--- config.mk ---
export PLATFORM = sky130hd
export DESIGN_NAME = muxbus_lane_steer
export DESIGN_NICKNAME = d
export VERILOG_FILES = /design/src/rtl/muxbus_pkg.sv /design/src/rtl/muxbus_ctrl.sv /design/src/rtl/muxbus_datapath.sv /design/src/rtl/muxbus_lane_steer.sv
export SDC_FILE = /design/constraint.sdc
export NUM_CORES = 1
export LEC_CHECK = 0
export BUFFER_PORTS_ARGS = -buffer_cell sky130_fd_sc_hd__buf_2
export CAP_MARGIN = 20
export CORE_MARGIN = 2
export CORE_UTILIZATION = 60
export DETAILED_ROUTE_END_ITERATION = 6
export PLACE_DENSITY = 0.9
export SLEW_MARGIN = 10
export SYNTH_ARGS = -nofsm -noshare
export SYNTH_HDL_FRONTEND = slang
export SYNTH_SLANG_ARGS = --single-unit
--- constraint.sdc ---
create_clock -name clk -period 5.55 [get_ports clk]
set_input_delay 0.555 -clock clk [delete_from_list [all_inputs] [get_ports clk]]
set_output_delay 0.555 -clock clk [all_outputs]
set_load 0.05 [all_outputs]
--- src/rtl/muxbus_pkg.sv ---
package muxbus_pkg;

  typedef enum logic [1:0] {
    PS_WORD = 2'b00,
    PS_BYTE = 2'b01,
    PS_HALF = 2'b10,
    PS_RSVD = 2'b11
  } portSize_e;

  // strobes from control to datapath
  typedef struct packed {
    logic       accept;
    logic       addrPhase;
    logic       dataPhase;
    logic [1:0] beatIdx;
  } steerCtl_t;

  // returns {active, byte index} for a given lane in a given beat
  function automatic logic [2:0] laneMap(portSize_e sz, logic shift,
                                         logic [1:0] beat, logic [1:0] lane);
    logic       act;
    logic [1:0] byteIdx;
    case (sz)
      PS_BYTE: begin
        act     = shift ? (lane == 2'd0) : (lane == 2'd3);
        byteIdx = ~beat;
      end
      PS_HALF: begin
        act     = shift ? (lane[1] == 1'b0) : (lane[1] == 1'b1);
        byteIdx = {~beat[0], lane[0]};
      end
      default: begin
        act     = 1'b1;
        byteIdx = lane;
      end
    endcase
    return {act, byteIdx};
  endfunction

endpackage

--- src/rtl/muxbus_ctrl.sv ---
module muxbus_ctrl
  import muxbus_pkg::*;
(
  input  logic       clk,
  input  logic       rstN,
  input  logic       reqValid,
  input  logic [1:0] reqPortSize,
  output logic       reqReady,
  output steerCtl_t  ctl,
  output logic       done
);

  typedef enum logic [1:0] {ST_IDLE, ST_ADDR, ST_DATA} state_e;

  state_e     state;
  logic [1:0] beatQ;
  logic [1:0] lastQ;
  logic       accept;
  logic [1:0] lastBeat;

  assign reqReady = (state == ST_IDLE);
  assign accept   = reqReady && reqValid;

  always_comb begin
    case (portSize_e'(reqPortSize))
      PS_BYTE: lastBeat = 2'd3;
      PS_HALF: lastBeat = 2'd1;
      default: lastBeat = 2'd0;
    endcase
  end

  always_ff @(posedge clk or negedge rstN) begin
    if (!rstN) begin
      state <= ST_IDLE;
      beatQ <= '0;
      lastQ <= '0;
      done  <= 1'b0;
    end else begin
      done <= (state == ST_DATA) && (beatQ == lastQ);
      case (state)
        ST_IDLE: if (accept) begin
          state <= ST_ADDR;
          beatQ <= '0;
          lastQ <= lastBeat;
        end
        ST_ADDR: state <= ST_DATA;
        ST_DATA: begin
          if (beatQ == lastQ) begin
            state <= ST_IDLE;
          end else begin
            state <= ST_ADDR;
            beatQ <= beatQ + 2'd1;
          end
        end
        default: state <= ST_IDLE;
      endcase
    end
  end

  always_comb begin
    ctl.accept    = accept;
    ctl.addrPhase = (state == ST_ADDR);
    ctl.dataPhase = (state == ST_DATA);
    ctl.beatIdx   = beatQ;
  end

endmodule

--- src/rtl/muxbus_datapath.sv ---
module muxbus_datapath
  import muxbus_pkg::*;
#(
  parameter int BUS_W = 32
) (
  input  logic             clk,
  input  logic             rstN,
  input  steerCtl_t        ctl,
  input  logic             reqWrite,
  input  logic [BUS_W-1:0] reqAddr,
  input  logic [BUS_W-1:0] reqWdata,
  input  logic [1:0]       reqPortSize,
  input  logic             reqLaneShift,
  input  logic [BUS_W-1:0] padIn,
  output logic [BUS_W-1:0] padOut,
  output logic [BUS_W-1:0] padOe,
  output logic [BUS_W/8-1:0] laneEn,
  output logic [BUS_W-1:0] rdData
);

  localparam int LANES = BUS_W / 8;

  logic [BUS_W-1:0] addrQ;
  logic [BUS_W-1:0] wdataQ;
  portSize_e        sizeQ;
  logic             shiftQ;
  logic             writeQ;
  logic [BUS_W-1:0] rdAccQ;
  logic [BUS_W-1:0] beatAddr;
  logic [LANES-1:0] laneAct;
  logic [1:0]       laneByte [LANES];
  logic             busy;

  assign busy = ctl.addrPhase || ctl.dataPhase;

  always_comb begin
    case (sizeQ)
      PS_BYTE: beatAddr = addrQ + BUS_W'(ctl.beatIdx);
      PS_HALF: beatAddr = addrQ + BUS_W'({ctl.beatIdx, 1'b0});
      default: beatAddr = addrQ;
    endcase
  end

  for (genvar l = 0; l < LANES; l++) begin : g_lane
    logic [2:0] map;
    logic       dataLane;
    assign map         = laneMap(sizeQ, shiftQ, ctl.beatIdx, 2'(l));
    assign laneAct[l]  = map[2];
    assign laneByte[l] = map[1:0];
    assign dataLane    = ctl.dataPhase && map[2];
    assign laneEn[l]   = dataLane;
    assign padOut[8*l +: 8] = !busy ? 8'h00 :
                              (dataLane && writeQ) ? wdataQ[8*map[1:0] +: 8] :
                              beatAddr[8*l +: 8];
    assign padOe[8*l +: 8]  = {8{busy && !(dataLane && !writeQ)}};
  end

  always_ff @(posedge clk or negedge rstN) begin
    if (!rstN) begin
      addrQ  <= '0;
      wdataQ <= '0;
      sizeQ  <= PS_WORD;
      shiftQ <= 1'b0;
      writeQ <= 1'b0;
      rdAccQ <= '0;
    end else if (ctl.accept) begin
      addrQ  <= reqAddr;
      wdataQ <= reqWdata;
      sizeQ  <= portSize_e'(reqPortSize);
      shiftQ <= reqLaneShift;
      writeQ <= reqWrite;
      rdAccQ <= '0;
    end else if (ctl.dataPhase && !writeQ) begin
      for (int l = 0; l < LANES; l++) begin
        if (laneAct[l]) rdAccQ[8*laneByte[l] +: 8] <= padIn[8*l +: 8];
      end
    end
  end

  assign rdData = rdAccQ;

endmodule

--- src/rtl/muxbus_lane_steer.sv ---
module muxbus_lane_steer
  import muxbus_pkg::*;
(
  input  logic        clk,
  input  logic        rstN,
  input  logic        reqValid,
  output logic        reqReady,
  input  logic        reqWrite,
  input  logic [31:0] reqAddr,
  input  logic [31:0] reqWdata,
  input  logic [1:0]  reqPortSize,
  input  logic        reqLaneShift,
  input  logic [31:0] padIn,
  output logic [31:0] padOut,
  output logic [31:0] padOe,
  output logic [3:0]  laneEn,
  output logic [31:0] rdData,
  output logic        done
);

  steerCtl_t ctl;

  muxbus_ctrl u_ctrl (
    .clk         (clk),
    .rstN        (rstN),
    .reqValid    (reqValid),
    .reqPortSize (reqPortSize),
    .reqReady    (reqReady),
    .ctl         (ctl),
    .done        (done)
  );

  muxbus_datapath #(.BUS_W(32)) u_dp (
    .clk          (clk),
    .rstN         (rstN),
    .ctl          (ctl),
    .reqWrite     (reqWrite),
    .reqAddr      (reqAddr),
    .reqWdata     (reqWdata),
    .reqPortSize  (reqPortSize),
    .reqLaneShift (reqLaneShift),
    .padIn        (padIn),
    .padOut       (padOut),
    .padOe        (padOe),
    .laneEn       (laneEn),
    .rdData       (rdData)
  );

endmodule

After elaboration in Yosys (flattened, before gate mapping):

Index checks and enable logic that the tools add are counted.

* flip-flop bits (word level): 107
* bits of input ports: 103
* latch bits: 0
* bits in writable memories: 0
* ROM bits: 0
* word-level logic and storage cells: 113
* memories kept: 0
* output and inout port bits: 102

* eq/ne operators: 9
* muxes and demuxes: 42
* reductions and logical operators: 31
* bitwise logic cells: 2
* shifts and indexed selects: 12
* multiply operators: 0
* $lt $le $gt $ge: 0
* div/mod/pow operators: 0
* $add $sub $neg: 7

Operators with widths (count)
* 2-to-1 mux 32 bit: 12
* negation 5 -> 34 bit: 4
* variable shift 8 x 34 -> 32 bit, first input constant: 4
* indexed part select 8 x 34 -> 32 bit: 4
* bitwise mux 32 bit: 4
* indexed part select 32 x 6 -> 8 bit: 4
* 2-to-1 mux 8 bit: 8
* one-hot mux 32 bit (2 select lines): 1
* adder 32 x 2 -> 32 bit: 1
* adder 32 x 3 -> 32 bit: 1
* one-hot mux 2 bit (2 select lines): 6
* logical AND 1 bit: 19
* equality test 2 x 1 -> 1 bit, second input constant: 3
* equality test 2 bit, second input constant: 3
* 2-to-1 mux 2 bit: 3
* one-hot mux 2 bit (3 select lines): 1
* zero test 1 bit: 5
* 2-to-1 mux 1 bit: 5
* inequality test 2 bit, second input constant: 2
* one-hot mux 1 bit (2 select lines): 2
* nonzero test 2 bit: 2
* AND reduction 3 bit: 1
* adder 2 x 1 -> 2 bit, second input constant: 1
* equality test 2 bit: 1
* other kinds (6): 6

Depth between registers and ports, before layout:

Gate-level depths: netlist of the first run.

* depth after elaboration: 20
* gate-level depth with buffers: 14
* gate-level depth less buffers: 11

Hierarchy:

From an unflattened synthesis of the first run, not the netlist that was laid out.

* cell total of the unflattened synthesis: 1022
* area total of the unflattened synthesis: 8802.2 um^2

Modules (own cells, without submodules)
* muxbus_datapath: sequential area each 2502.4 um^2, instances 1, area each 8426.8 um^2, cells an instance 984
* muxbus_ctrl: sequential area each 175.2 um^2, instances 1, area each 375.4 um^2, cells an instance 38

Least setup slack after synthesis of the first run:

No wires, ideal clock.

* kind: reg2out
* from: reg u_dp.sizeQ[0]
* to: out padOut[24]
* stages on the path, launching flop included: 10
* arrival: 3.270 ns
* path slack: 1.725 ns
* data required time: 4.995 ns
* path through: dfrtp_1 inv_1 ha_1 buf_6 nor2_1 nand2_1 buf_2 mux4_2 nor2_1 nor4_1

* longest elaborated chain between the ends: 7

RTL lines
* start: declaration: RTL line muxbus_datapath.sv:25 `portSize_e sizeQ;`
* start signal: assignment: RTL line muxbus_datapath.sv:69 `sizeQ <= portSize_e'(reqPortSize);`
* branches (longest 5 deep; another with indexed part select 32 x 6 -> 8 bit)
* 2-to-1 mux 8 bit (*): RTL line muxbus_datapath.sv:53 `(dataLane && writeQ) ? wdataQ[8*map[1:0] +: 8] :`
* 2-to-1 mux 8 bit (*): RTL line muxbus_datapath.sv:52 `assign padOut[8*l +: 8] = !busy ? 8'h00 :`
* end: declaration: RTL line muxbus_lane_steer.sv:14 `output logic [31:0] padOut,`

Mark *: on every way between the ends.

Worst setup path in the final report of the first run:

* from: reg u_dp.sizeQ[0]
* to: out padOut[6]

Same word-level chain as after synthesis.

==> results by stage, run 1 <==
Clock tree:
- The maximum root-to-sink buffer count is 2.
- The clock transition time at the flip-flop clock pins of the worst setup and hold paths is about 0.080 ns.
- The clock tree root driver cell is sky130_fd_sc_hd__clkbuf_16.
- After clock tree synthesis, the flow added hold-fix buffers numbering 0.
- Once the clock tree was built, the resizer swapped 0 gates to a different size.
- The number of setup buffers added after CTS is 0.
- The number of buffers created by CTS is 9.
- The total number of clock tree sinks is approximately 110.
- TritonCTS built the clock tree.
- Clock latency on the worst-skew pair, taken at its later pin, is 0.37 ns.
- The H-tree level count is 3.

Die:
- The floorplan die height is ~130 microns.
- The total die area is between 15000 and 20000 sq um.
- The number of rows created at floorplan is between 40 and 50.
- The initial core utilization is 0.6172.
- The placeable core area is roughly 15000 sq um.
- For this design the top-level I/O count stands at 205.
- The floorplan die width is 126.7 microns.

Worst setup path:
- On the worst path, the slowest cell contributes a delay of 0.63 ns.
- Along the worst path, the maximum fanout reaches 29.
- The worst setup path is captured at an output port.
- For this design, the slowest cell found on the critical path is sky130_fd_sc_hd__ha_1.
- The required time at the endpoint of the critical path is between 4 and 5 ns.
- The cell depth of the worst flop-to-flop path is 12.
- The worst flop-to-flop path startpoint is u_dp.sizeQ[0]$_DFFE_PN0P_.
- Data on the critical path arrives at its endpoint at ~4.1 ns.
- The worst register-to-register path ends at u_dp.rdData[9]$_DFFE_PN0P_.
- Walking the worst path, the cells encountered are inv_1 > ha_1 > or3b_1 > buf_4 > inv_1 > mux4_2 > o21ai_0 > a21oi_1 > buf_2.
- Among the stages of the critical path, the cell type that occurs most often is sky130_fd_sc_hd__inv_1.
- STA classifies the critical path startpoint as a flip-flop.
- The register-to-register setup slack is 1.09 ns.
- The setup path with the least slack is of type flip-flop to output port.

Finish:
- The area growth from synthesis to layout is 12.37%.
- In the final layout, the share of cells above drive strength 1 is 0.2249.
- The count of filler cells inserted in the layout is 1219.
- The post-layout net count is 1363.
- The repair_antennas step left the layout with diodes totalling 0.
- The post-layout utilization of the core is 0.6936.

Timing:
- For the final routed database, the setup TNS stands at 0 ns.
- Setup repair after global routing left no endpoint under its margin.
- Subtracting the final worst setup slack from the clock period gives 4.623 ns.
- Derived from the worst setup path, the maximum achievable clock frequency is around 220 MHz.
- The fraction of the cycle the final worst path needs is 0.8330.
- The measured slew at the worst slew-check pin is about 1.1 ns.
- The number of pins exceeding their max-slew limit in the final report is 0.
- In this run the tightest slew margin relative to its limit is 0.2622.
- The clock arrives with ~0.009 ns of skew.
- The number of hold violations in the final report is 0.
- The tightest hold path in the finished design has a slack of between 0.15 and 0.2 ns.
- The number of setup violations in the final report is 0.

Global routing:
- The global-route wire length before repair is approximately 53000 microns.
- In the global route stage, overall resource usage came out at 0.4233.
- The initial antenna violation count is 1.
- For met3 alone, demand over resource in global routing was 0.1143.
- In the global route stage, met1 resource usage came out at 0.5906.
- For met2 alone, demand over resource in global routing was 0.6445.
- The number of global-route vias before repair is roughly 9400.
- After global routing, the most crowded layer is met2.
- The total congestion overflow is 0.
- Entering global routing, the biggest net connects 63 pins.

Yosys:
- The count of yosys warnings during synthesis is 0.
- After synthesis, the most frequently instantiated cells are 247 x sky130_fd_sc_hd__nand2_1, 107 x sky130_fd_sc_hd__dfrtp_1, 65 x sky130_fd_sc_hd__a21oi_1, 56 x sky130_fd_sc_hd__o21ai_0, 55 x sky130_fd_sc_hd__clkbuf_1.
- Yosys instantiated no cell more often than sky130_fd_sc_hd__nand2_1.
- By area the synthesized netlist is led by sky130_fd_sc_hd__dfrtp_1 30%, sky130_fd_sc_hd__nand2_1 10%, sky130_fd_sc_hd__mux4_2 5.2%, sky130_fd_sc_hd__ha_1 3.7%, sky130_fd_sc_hd__a21oi_1 3.6%.
- The top cell type's share of synthesized area is 0.2962.
- After synthesis, the mean cell area works out to ~8 sq um.
- Synthesis produced approximately 1100 cells.
- The synthesized cell area is 9039 sq um.
- The share of the Yosys chip area taken by registers is 0.2962.
- The cell type with the largest total area after synthesis is sky130_fd_sc_hd__dfrtp_1.
- Counting flops with a built-in enable in the synthesized netlist gives 0.
- The main flop type after synthesis is sky130_fd_sc_hd__dfrtp_1.
- The share of async-settable or async-resettable flops after synthesis is 1.000.
- After synthesis the netlist holds a flip-flop and latch count of 107.
- The post-synth net total is about 1200.
- The count of different cell masters after synthesis is 83.

Route:
- In the routed layout, each cell is associated on average with a via count of 7.153.
- In the final routed layout, each cell accounts on average for ~25 microns.
- The DRC violation total after the first TritonRoute iteration is roughly 1700.
- The remaining design rule violation count is 15.
- Once detail routing completed, the nets flagged for antenna violations numbered 0.
- For this run, the detailed router's first-pass iteration total came to 7.
- For this block, the routed nets add up to roughly 35000 microns of wire.
- The detailed-route via count is approximately 10000.

Outcome:
- The flow ran to the end, but the final reports show violations.
- The final reports fail on DRC.

Hold path:
- The classification of the worst-slack hold path is input port to asynchronous set/reset pin.

Placement:
- Routability-driven placement finished with a final weighted congestion of 1.090.
- Detailed placement finished with a half-perimeter wire length of approximately 26000 microns.
- The port buffer count is 204.

Flow run:
- The max-cap violation count is 0.
## flip-flops by register name, summed over array words and instances (netlist names)
| signal | count |
|---|---|
| u_dp.addrQ | 32 |
| u_dp.shiftQ | 1 |
| u_dp.writeQ | 1 |
| u_ctrl.beatQ | 2 |
| u_dp.rdData | 32 |
| u_ctrl.state | 2 |
| u_ctrl.lastQ | 2 |
| u_dp.sizeQ | 2 |
| u_dp.wdataQ | 32 |
| u_ctrl.done | 1 |
## worst max-delay path by stage
stage                              startpoint                           to  slack, ns  depth (start not counted)
finish              u_dp.sizeQ[0]$_DFFE_PN0P_                    padOut[6]       0.93                          9
global placement    u_dp.sizeQ[0]$_DFFE_PN0P_  u_dp.rdData[13]$_DFFE_PN0P_       1.21                         11
floorplan           u_dp.sizeQ[0]$_DFFE_PN0P_                   padOut[24]       1.72                          9
detailed placement  u_dp.sizeQ[0]$_DFFE_PN0P_   u_dp.rdData[9]$_DFFE_PN0P_       1.17                         12
global route        u_dp.sizeQ[0]$_DFFE_PN0P_                   padOut[28]       0.73                          9
CTS                 u_dp.sizeQ[0]$_DFFE_PN0P_                    padOut[6]       1.06                          9
## final cells by class
type	instances	area [sq um]	share of cell area
timing repair buffer	220	1156	0.1138
tap	184	230.2	0.02267
sequential	107	2678	0.2636
inverter	31	116.4	0.01146
clock inverter	7	78.83	0.007761
multi-input combinational	862	5673	0.5585
clock buffer	9	225.2	0.02217
## cells by family after synthesis
group,synth area share
AND/OR/NAND/NOR,0.2326
AO/OA/AOI/OAI,0.2638
buffers and inverters,0.07710
multiplexers,0.08264
adder cells (fa/ha/maj),0.04180
flip-flops,0.2962
XOR/XNOR,0.005814
## worst max-delay path: cells and delay by family (launching register included)
family | cells | cell delay (ns)
AO/OA/AOI/OAI | 2 | 0.53
multiplexers | 1 | 0.59
AND/OR/NAND/NOR | 1 | 0.49
buffers and inverters | 4 | 1.07
flip-flops | 1 | 0.36
adder cells (fa/ha/maj) | 1 | 0.63
## cell usage in the layout, fill, tap and decap left out, types with 13 or more instances in the layout
master                       n
sky130_fd_sc_hd__nand2_1   246
sky130_fd_sc_hd__buf_2     203
sky130_fd_sc_hd__dfrtp_1   107
sky130_fd_sc_hd__a21oi_1    64
sky130_fd_sc_hd__o21ai_0    56
sky130_fd_sc_hd__nor2_1     36
sky130_fd_sc_hd__inv_1      30
sky130_fd_sc_hd__nand4_1    28
sky130_fd_sc_hd__ha_1       27
sky130_fd_sc_hd__mux2i_1    24
sky130_fd_sc_hd__a22oi_1    23
sky130_fd_sc_hd__nand3_1    21
sky130_fd_sc_hd__mux4_2     21
sky130_fd_sc_hd__a211oi_1   21
sky130_fd_sc_hd__nor4_1     18
sky130_fd_sc_hd__a31oi_1    17
sky130_fd_sc_hd__buf_4      16
sky130_fd_sc_hd__nor3_1     15
sky130_fd_sc_hd__o31ai_1    14
sky130_fd_sc_hd__and2_1     13
## layer usage
metal / vias up / wire (microns)
met2: 910 / 15490
li1: 4389 / -
met3: 159 / 4973
met4: 2 / 1326
met1: 4697 / 13090
met5: - / 13
## per-stage QoR
stage / instance area, sq um / setup slack, ns / instances
floorplan: 9039 / 1.725 / 1113
global placement: 9826 / 1.208 / 1402
detailed placement: 9833 / 1.169 / 1403
CTS: 10140 / 1.055 / 1419
global route: 10160 / 0.7308 / 1420
finish: 10160 / 0.9267 / 1420
Power of run 1 is left out: the tool's default activity adds up to more than one toggle a clock period on the data nets, which glitch-free logic cannot reach.
==> run 2: changes to the inputs <==
- ABC_AREA: default -> 1
- CORE_UTILIZATION: 60 -> 56
- PLACE_DENSITY: 0.9 -> 0.85
- clock period: 5.55 -> 4.5 ns (I/O delays scaled with it)
==> run 2 against run 1 <==
Final area grew 6.6%. Synthesized area up 5.6%. The flow still finishes with violations (DRC). Register-to-register slack got worse by 0.52 ns. Die area grew 13%. Global-route usage shrank 2.7 points.
==> results by stage, run 2 <==
Yosys:
- The number of enable flip-flop cells after synthesis was 0 (unchanged).
- Yosys attributes the largest share of cell area to sky130_fd_sc_hd__dfrtp_1 28%, sky130_fd_sc_hd__nand2_1 24%, sky130_fd_sc_hd__o21ai_0 7.6%, sky130_fd_sc_hd__nand3_1 7.3%, sky130_fd_sc_hd__inv_1 5.9%.
- The top cell type's share of synthesized area is 0.2806 (-0.01562).
- Among all cell types in the netlist, the one instantiated most often is sky130_fd_sc_hd__nand2_1.
- The count of mapped cells out of synthesis is 1602 (+44%).
- Among all flip-flop cells after synthesis, the most frequent one is sky130_fd_sc_hd__dfrtp_1.
- The post-synthesis sequential element count was 107 (unchanged).
- The sequential-to-total area share from yosys stat is 0.2806 (-0.01562).
- The share of async-settable or async-resettable flops after synthesis was 1.000 (unchanged).
- The mean area per synthesized cell is 5.956 sq um (-27%).
- Of all cell types, the one taking the most synthesized area is sky130_fd_sc_hd__dfrtp_1.
- The count of different cell masters after synthesis is 35 (-58%).
- The count of yosys warnings during synthesis is 0 (unchanged).
- Ranked by instance count, the synthesized netlist is headed by 601 x sky130_fd_sc_hd__nand2_1, 149 x sky130_fd_sc_hd__inv_1, 145 x sky130_fd_sc_hd__o21ai_0, 139 x sky130_fd_sc_hd__nand3_1, 110 x sky130_fd_sc_hd__nor2_1.
- The synthesized cell area is 9542 sq um (+5.6%).
- The post-synth net total is 1734 (+39%).

Finish:
- The area growth from synthesis to layout is 13.43%.
- The number of non-filler instances in the completed layout is 1964 (+38%).
- The count of filler cells inserted in the layout is 1665 (+37%).
- The fraction of final layout cells with drive strength greater than 1 is 0.1508 (-0.07412).
- The post-layout utilization of the core was 0.6503 (-0.04328).
- The most frequent standard cell in the layout excluding fill and tap cells is sky130_fd_sc_hd__nand2_1.
- In the layout the commonest cells are 601 x sky130_fd_sc_hd__nand2_1, 203 x sky130_fd_sc_hd__buf_2, 149 x sky130_fd_sc_hd__inv_1, 145 x sky130_fd_sc_hd__o21ai_0, 139 x sky130_fd_sc_hd__nand3_1.
- The diode insertion count for antenna repair was 0 (unchanged).
- The post-layout net count came to 1871 (+37%).

Route:
- The post-detailed-route count of antenna-violating nets is 0 (unchanged).
- The number of detailed-routing iterations run before antenna repair is 7 (unchanged).
- The final wirelength is 36160 microns (+3.6%).
- The remaining design rule violation count came to 4 (-11).
- The DRC violation total after the first TritonRoute iteration was 1653 (-0.54%).
- The post-detailed-route via-to-cell ratio is 5.935 (-17%).
- The average wire per cell in the routed design is 18.41 microns (-25%).
- The detailed-route via count is 11656 (+15%).

Die:
- The number of rows created at floorplan is 47 (+6.8%).
- The floorplan die height is 134.5 microns (+6.2%).
- The total die area is 18100 sq um (+13%).
- The number of I/O pins was 205 (unchanged).
- The placeable core area came to 16640 sq um (+14%).
- The floorplan die width is 134.5 microns (+6.2%).
- The initial core utilization came to 0.5733 (-0.04388).

Timing:
- The number of pins exceeding their max-slew limit in the final report is 0 (unchanged).
- The number of setup violations in the final report came to 0 (unchanged).
- The clock period minus worst slack is 4.084 ns.
- The worst clock skew on the final layout came to 0.01116 ns (+0.001948 ns).
- Setup repair after global routing left no endpoint under its margin.
- The worst path setup slack after routing was 0.4158 ns (-0.5110 ns).
- The tightest slew margin relative to the limit is 0.3166 (+0.05441).
- The maximum operating frequency is roughly 240 MHz.
- The number of hold violations in the final report is 0 (unchanged).
- The accumulated negative setup slack is 0 ns (unchanged).
- The fraction of the cycle the final worst path needs is 0.9076.
- The measured slew at the worst slew-check pin is 1.021 ns (-0.07624 ns).

Placement:
- The worst slack after detailed placement was 0.8156 ns (-0.3532 ns).
- The weighted congestion reported at the end of routability-driven placement is 1.076 (-1.3%).
- The total instance count after detailed placement is 1945 (+39%).
- The port buffer count came to 204 (unchanged).
- The post-detailed-placement half-perimeter wirelength is 26990 microns (+5.4%).

Flow run:
- The max-cap violation count came to 0 (unchanged).

Worst setup path:
- The family with the most delay on the worst path is buffers and inverters.
- The maximum fanout along the worst path is 25 (-14%).
- The number of buffer and inverter stages on the critical path is 6 (+2).
- The maximum cell stage delay along the critical path is 0.53 ns (-0.10 ns).
- STA classifies the critical path endpoint as an output port.
- The arrival time at the worst endpoint is 3.63 ns (-0.44 ns).
- The type of the worst setup path is flip-flop to output port.
- The critical path launch point type is a flip-flop.
- The most numerous cell type found on the critical path is sky130_fd_sc_hd__inv_1.
- The cell with the largest stage delay on the worst path is sky130_fd_sc_hd__ha_1.
- Walking the worst path, the cells encountered are inv_1 > ha_1 > inv_2 > nand2_2 > inv_1 > nor2_2 > inv_1 > nor2_4 > inv_1 > a21oi_1 > o21ai_1 > nand2_1 > a21oi_1 > buf_2.
- The required time at the endpoint of the critical path came to 4.05 ns (-0.94 ns).

Clock tree:
- The clock latency reported for the late side of the worst-skew pair is 0.38 ns (about the same).
- The total number of clock tree sinks came to 107 (unchanged).
- The maximum root-to-sink buffer count is 2 (unchanged).
- The clock tree root driver cell is sky130_fd_sc_hd__clkbuf_16.
- TritonCTS built the clock tree.
- The number of buffers created by CTS is 9 (unchanged).
- The H-tree level count was 3 (unchanged).
- The clock transition time at the flip-flop clock pins of the worst setup and hold paths is 0.10 ns (+0.02 ns).

Global routing:
- The total track usage is 0.3966 (-0.02670).
- The initial antenna violation count is 0 (-1).
- The pin count of the biggest net entering global routing was 76 (+21%).
- The number of global-route vias before repair was 10360 (+11%).
- The total congestion overflow was 0 (unchanged).
- The global-route wire length before repair is 56050 microns (+5.2%).

Hold path:
- The classification of the worst-slack hold path is input port to flip-flop.

Outcome:
- The checks that failed: DRC.
- The flow ran to the end, but the final reports show violations.
==> run 2: worst min-delay path, stage by stage <==
cell and delay (ns):
sky130_fd_sc_hd__buf_2 0.07, sky130_fd_sc_hd__nand2_1 0.04, sky130_fd_sc_hd__nand2_1 0.04
==> run 2: layout make-up <==
| cell class | count | area, sq um | share of cell area |
|---|---|---|---|
| multi-input cells | 1235 | 5736 | 0.5299 |
| flip-flops and latches | 107 | 2678 | 0.2474 |
| repair buffers | 225 | 1204 | 0.1112 |
| inverters | 161 | 604.3 | 0.05584 |
| well taps | 220 | 275.3 | 0.02543 |
| clock buffers | 9 | 225.2 | 0.02081 |
| clock inverters | 7 | 101.3 | 0.009364 |
==> run 2: stage by stage <==
step                cell area, sq um  hold slack [ns]
floorplan                       9542           0.1544
global placement               10450           0.4774
detailed placement             10450           0.4893
CTS                            10780           0.2436
global route                   10820           0.2608
finish                         10820           0.2447
==> run 2: path summary, 6_finish.rpt <==
path / from / end / slack [ns] / cells past startpoint
max: u_dp.sizeQ[0]$_DFFE_PN0P_ / padOut[29] / 0.42 / 14
min: reqAddr[0] / u_dp.addrQ[0]$_DFFE_PN0P_ / 0.24 / 3
max reg2reg: u_dp.sizeQ[0]$_DFFE_PN0P_ / u_dp.rdData[8]$_DFFE_PN0P_ / 0.57 / 14
min reg2reg: u_dp.rdData[4]$_DFFE_PN0P_ / u_dp.rdData[4]$_DFFE_PN0P_ / 0.51 / 2
max in group asynchronous: rstN / u_dp.addrQ[9]$_DFFE_PN0P_ / 3.29 / 3
min in group asynchronous: rstN / u_dp.addrQ[22]$_DFFE_PN0P_ / 0.48 / 2
==> run 2: logic make-up (layout without fill, tap and decap cells) <==
| group | Yosys count | count (layout) | synth area share |
|---|---|---|---|
| AO/OA/AOI/OAI | 307 | 307 | 0.1772 |
| XOR/XNOR | 3 | 3 | 0.002754 |
| adder cells (fa/ha/maj) | 29 | 29 | 0.03960 |
| buffers and inverters | 260 | 402 | 0.1183 |
| flip-flops | 107 | 107 | 0.2806 |
| AND/OR/NAND/NOR | 896 | 896 | 0.3816 |
==> run 2: metal layers <==
layer	vias up	global-route usage	part of all wire
li1	5432	-	-
met3	108	0.1130	0.14
met4	0	0.1234	0.032
met1	5286	0.5651	0.41
met5	-	0	0
met2	830	0.5839	0.42
==> run 2: repair_timing <==
item	4_1_cts	5_1_grt
hold buffers	0	1
hold endpoints to repair	0	12
buffers inserted	0	0
gates resized for setup	0	0
Power of run 2 is left out for the same reason.
==> run 3: changes to the inputs <==
- CELL_PAD_IN_SITES_DETAIL_PLACEMENT: default -> 1
- CELL_PAD_IN_SITES_GLOBAL_PLACEMENT: default -> 1
- CORE_UTILIZATION: 56 -> 38
==> run 3 against run 2 <==
The flow finishes with violations (hold timing). Fmax down 0.23%. First-iteration DRC count is 35% lower. Final cell count rose by 5.4%. Sequential share of layout area down 0.22 points. Hold slack got worse by 0.26 ns. Count of clock-buffer cells in the layout did not move. Critical path type unchanged. Highest routed layer unchanged.
==> results by stage, run 3 (same netlist as run 2, synthesis figures left out) <==
Outcome:
- The run finished, with violations left.
- The checks that failed: hold timing.

Worst setup path:
- The arrival time at the worst endpoint is 3.64 ns (about the same).
- The critical path goes through ha_1 > inv_2 > nand2_1 > o21ai_0 > o21ai_0 > a21oi_1 > nor3_1 > buf_2.
- Among the stages of the critical path, the cell type that occurs most often is sky130_fd_sc_hd__o21ai_0.
- The cell with the largest stage delay on the worst path is sky130_fd_sc_hd__ha_1.
- The worst setup path is launched from a flip-flop.
- The maximum cell stage delay along the critical path was 0.67 ns (+0.14 ns).
- The type of the worst setup path is flip-flop to output port.
- The required time at the endpoint of the critical path is 4.05 ns (about the same).
- The endpoint class of the critical path is an output port.
- The maximum fanout along the worst path is 16 (-36%).

Route:
- The post-detailed-route count of antenna-violating nets is 0 (unchanged).
- The highest layer touched by signal routing is met4.
- The detailed route wirelength on metal3 is 3652 microns (-28%).
- The amount of wire on met2 after detailed routing came to 18290 microns (+21%).
- The number of detailed-routing iterations run before antenna repair is 5 (-2).
- The length of routed wiring on met1 is 19260 microns (+30%).
- The final wirelength came to 42230 microns (+17%).
- The remaining design rule violation count is 0 (-4).
- The DRC violation total after the first TritonRoute iteration is 1082 (-35%).
- The average wire per cell in the routed design was 20.39 microns (+11%).
- The detailed-route via count is 11667 (+0.094%).
- The post-detailed-route via-to-cell ratio is 5.634 (-5.1%).

Timing:
- The fraction of the cycle the final worst path needs is 0.9097 (+0.002049).
- The number of hold violations in the final report is 1 (+1).
- The accumulated negative setup slack is 0 ns (unchanged).
- The number of setup violations in the final report is 0 (unchanged).
- The clock period minus worst slack is 4.093 ns (+0.009222 ns).
- The maximum operating frequency is 244.3 MHz (-0.23%).
- The worst hold margin is -0.01096 ns (-0.2557 ns).
- Setup repair after global routing left no endpoint under its margin.
- The worst clock skew on the final layout is 0.02571 ns (+0.01456 ns).
- The measured slew at the worst slew-check pin was 0.9911 ns (-0.03027 ns).
- The number of pins exceeding their max-slew limit in the final report is 0 (unchanged).
- The tightest slew margin relative to the limit was 0.3368 (+0.02025).

Clock tree:
- The number of setup buffers added after CTS is 0 (unchanged).
- The clock latency reported for the late side of the worst-skew pair was 0.38 ns (about the same).
- The quantity of hold-fixing buffers added after cts is 0 (unchanged).
- The maximum root-to-sink buffer count is 2 (unchanged).
- The number of buffers created by CTS came to 9 (unchanged).
- The total number of clock tree sinks came to 107 (unchanged).
- TritonCTS built the clock tree.
- The H-tree level count came to 3 (unchanged).
- The total of cells resized after clock tree synthesis is 0 (unchanged).
- CTS placed an instance of sky130_fd_sc_hd__clkbuf_16 at the clock tree root.
- The clock transition time at the flip-flop clock pins of the worst setup and hold paths came to 0.11 ns (about the same).

Hold path:
- The classification of the worst-slack hold path is input port to asynchronous set/reset pin.

Flow run:
- The max-cap violation count is 0 (unchanged).

Finish:
- The synthesis-to-layout area growth is 14.42%.
- The post-layout net count is 1873 (+0.11%).
- The most frequent standard cell in the layout excluding fill and tap cells is sky130_fd_sc_hd__nand2_1.
- In the layout the commonest cells are 601 x sky130_fd_sc_hd__nand2_1, 203 x sky130_fd_sc_hd__buf_2, 149 x sky130_fd_sc_hd__inv_1, 145 x sky130_fd_sc_hd__o21ai_0, 139 x sky130_fd_sc_hd__nand3_1.
- The fraction of final layout cells with drive strength greater than 1 is 0.1523 (+0.001545).

Placement:
- The post-detailed-placement half-perimeter wirelength is 32420 microns (+20%).
- The weighted congestion reported at the end of routability-driven placement came to 1.013 (-5.8%).
- The port buffer count came to 204 (unchanged).

Die:
- The number of rows created at floorplan came to 57 (+21%).
- The total die area was 26390 sq um (+46%).
- The floorplan die height is 162.5 microns (+21%).
- The floorplan die width came to 162.5 microns (+21%).
- The placeable core area came to 24460 sq um (+47%).
- The initial core utilization is 0.3901 (-0.1833).
- The number of I/O pins came to 205 (unchanged).

Global routing:
- The global-route wire length before repair is 65350 microns (+17%).
- The initial antenna violation count came to 1 (+1).
- The total congestion overflow is 0 (unchanged).
- The total track usage is 0.3194 (-0.07719).
- The pin count of the biggest net entering global routing is 107 (+41%).
- The number of global-route vias before repair came to 11528 (+11%).
[run 3: per-stage QoR]
step	utilization	cells	setup WS, ns	hold slack, ns	cell area [sq um]
after floorplan	-	1602	1.344	0.1544	9542
after detailed placement	0.4341	2054	0.8490	0.4154	10620
final	0.4463	2071	0.4065	-0.01096	10920
after global placement	0.4341	2054	1.086	0.4105	10620
after global routing	0.4463	2071	0.2081	0.02820	10920
after CTS	0.4462	2070	0.5056	0.009515	10920
[run 3: final cells by class]
class / instances / area, sq um
clock inverter: 7 / 71.32
sequential: 107 / 2678
timing repair buffer: 227 / 1196
fill: 3457 / 13540
multi-input combinational: 1235 / 5736
tap: 324 / 405.4
antenna: 1 / 2.502
clock buffer: 9 / 225.2
inverter: 161 / 604.3
[run 3: worst max-delay path: cells and delay by family (launching register included)]
kind | cells | cell delay, ns
adder cells (fa/ha/maj) | 1 | 0.67
AND/OR/NAND/NOR | 2 | 0.88
AO/OA/AOI/OAI | 3 | 0.68
buffers and inverters | 2 | 0.59
flip-flops | 1 | 0.43
[run 3: final timing paths]
kind | startpoint | to | slack (ns) | cells after the start
min reg2reg | u_dp.rdData[26]$_DFFE_PN0P_ | u_dp.rdData[26]$_DFFE_PN0P_ | 0.51 | 2
min | rstN | u_dp.wdataQ[29]$_DFFE_PN0P_ | -0.01 | 1
max reg2reg | u_dp.sizeQ[1]$_DFFE_PN0P_ | u_dp.rdData[11]$_DFFE_PN0P_ | 0.57 | 14
max | u_dp.sizeQ[1]$_DFFE_PN0P_ | padOut[2] | 0.41 | 8
min in group clk | reqWdata[29] | u_dp.wdataQ[29]$_DFFE_PN0P_ | 0.26 | 3
max in group asynchronous | rstN | u_dp.rdData[30]$_DFFE_PN0P_ | 3.42 | 2
[run 3: layer usage]
metal / vias up / track usage
met5: - / 0
met4: 0 / 0.09936
met3: 66 / 0.05551
met2: 541 / 0.4880
met1: 5629 / 0.4593
li1: 5431 / -
Power of run 3 is left out for the same reason.
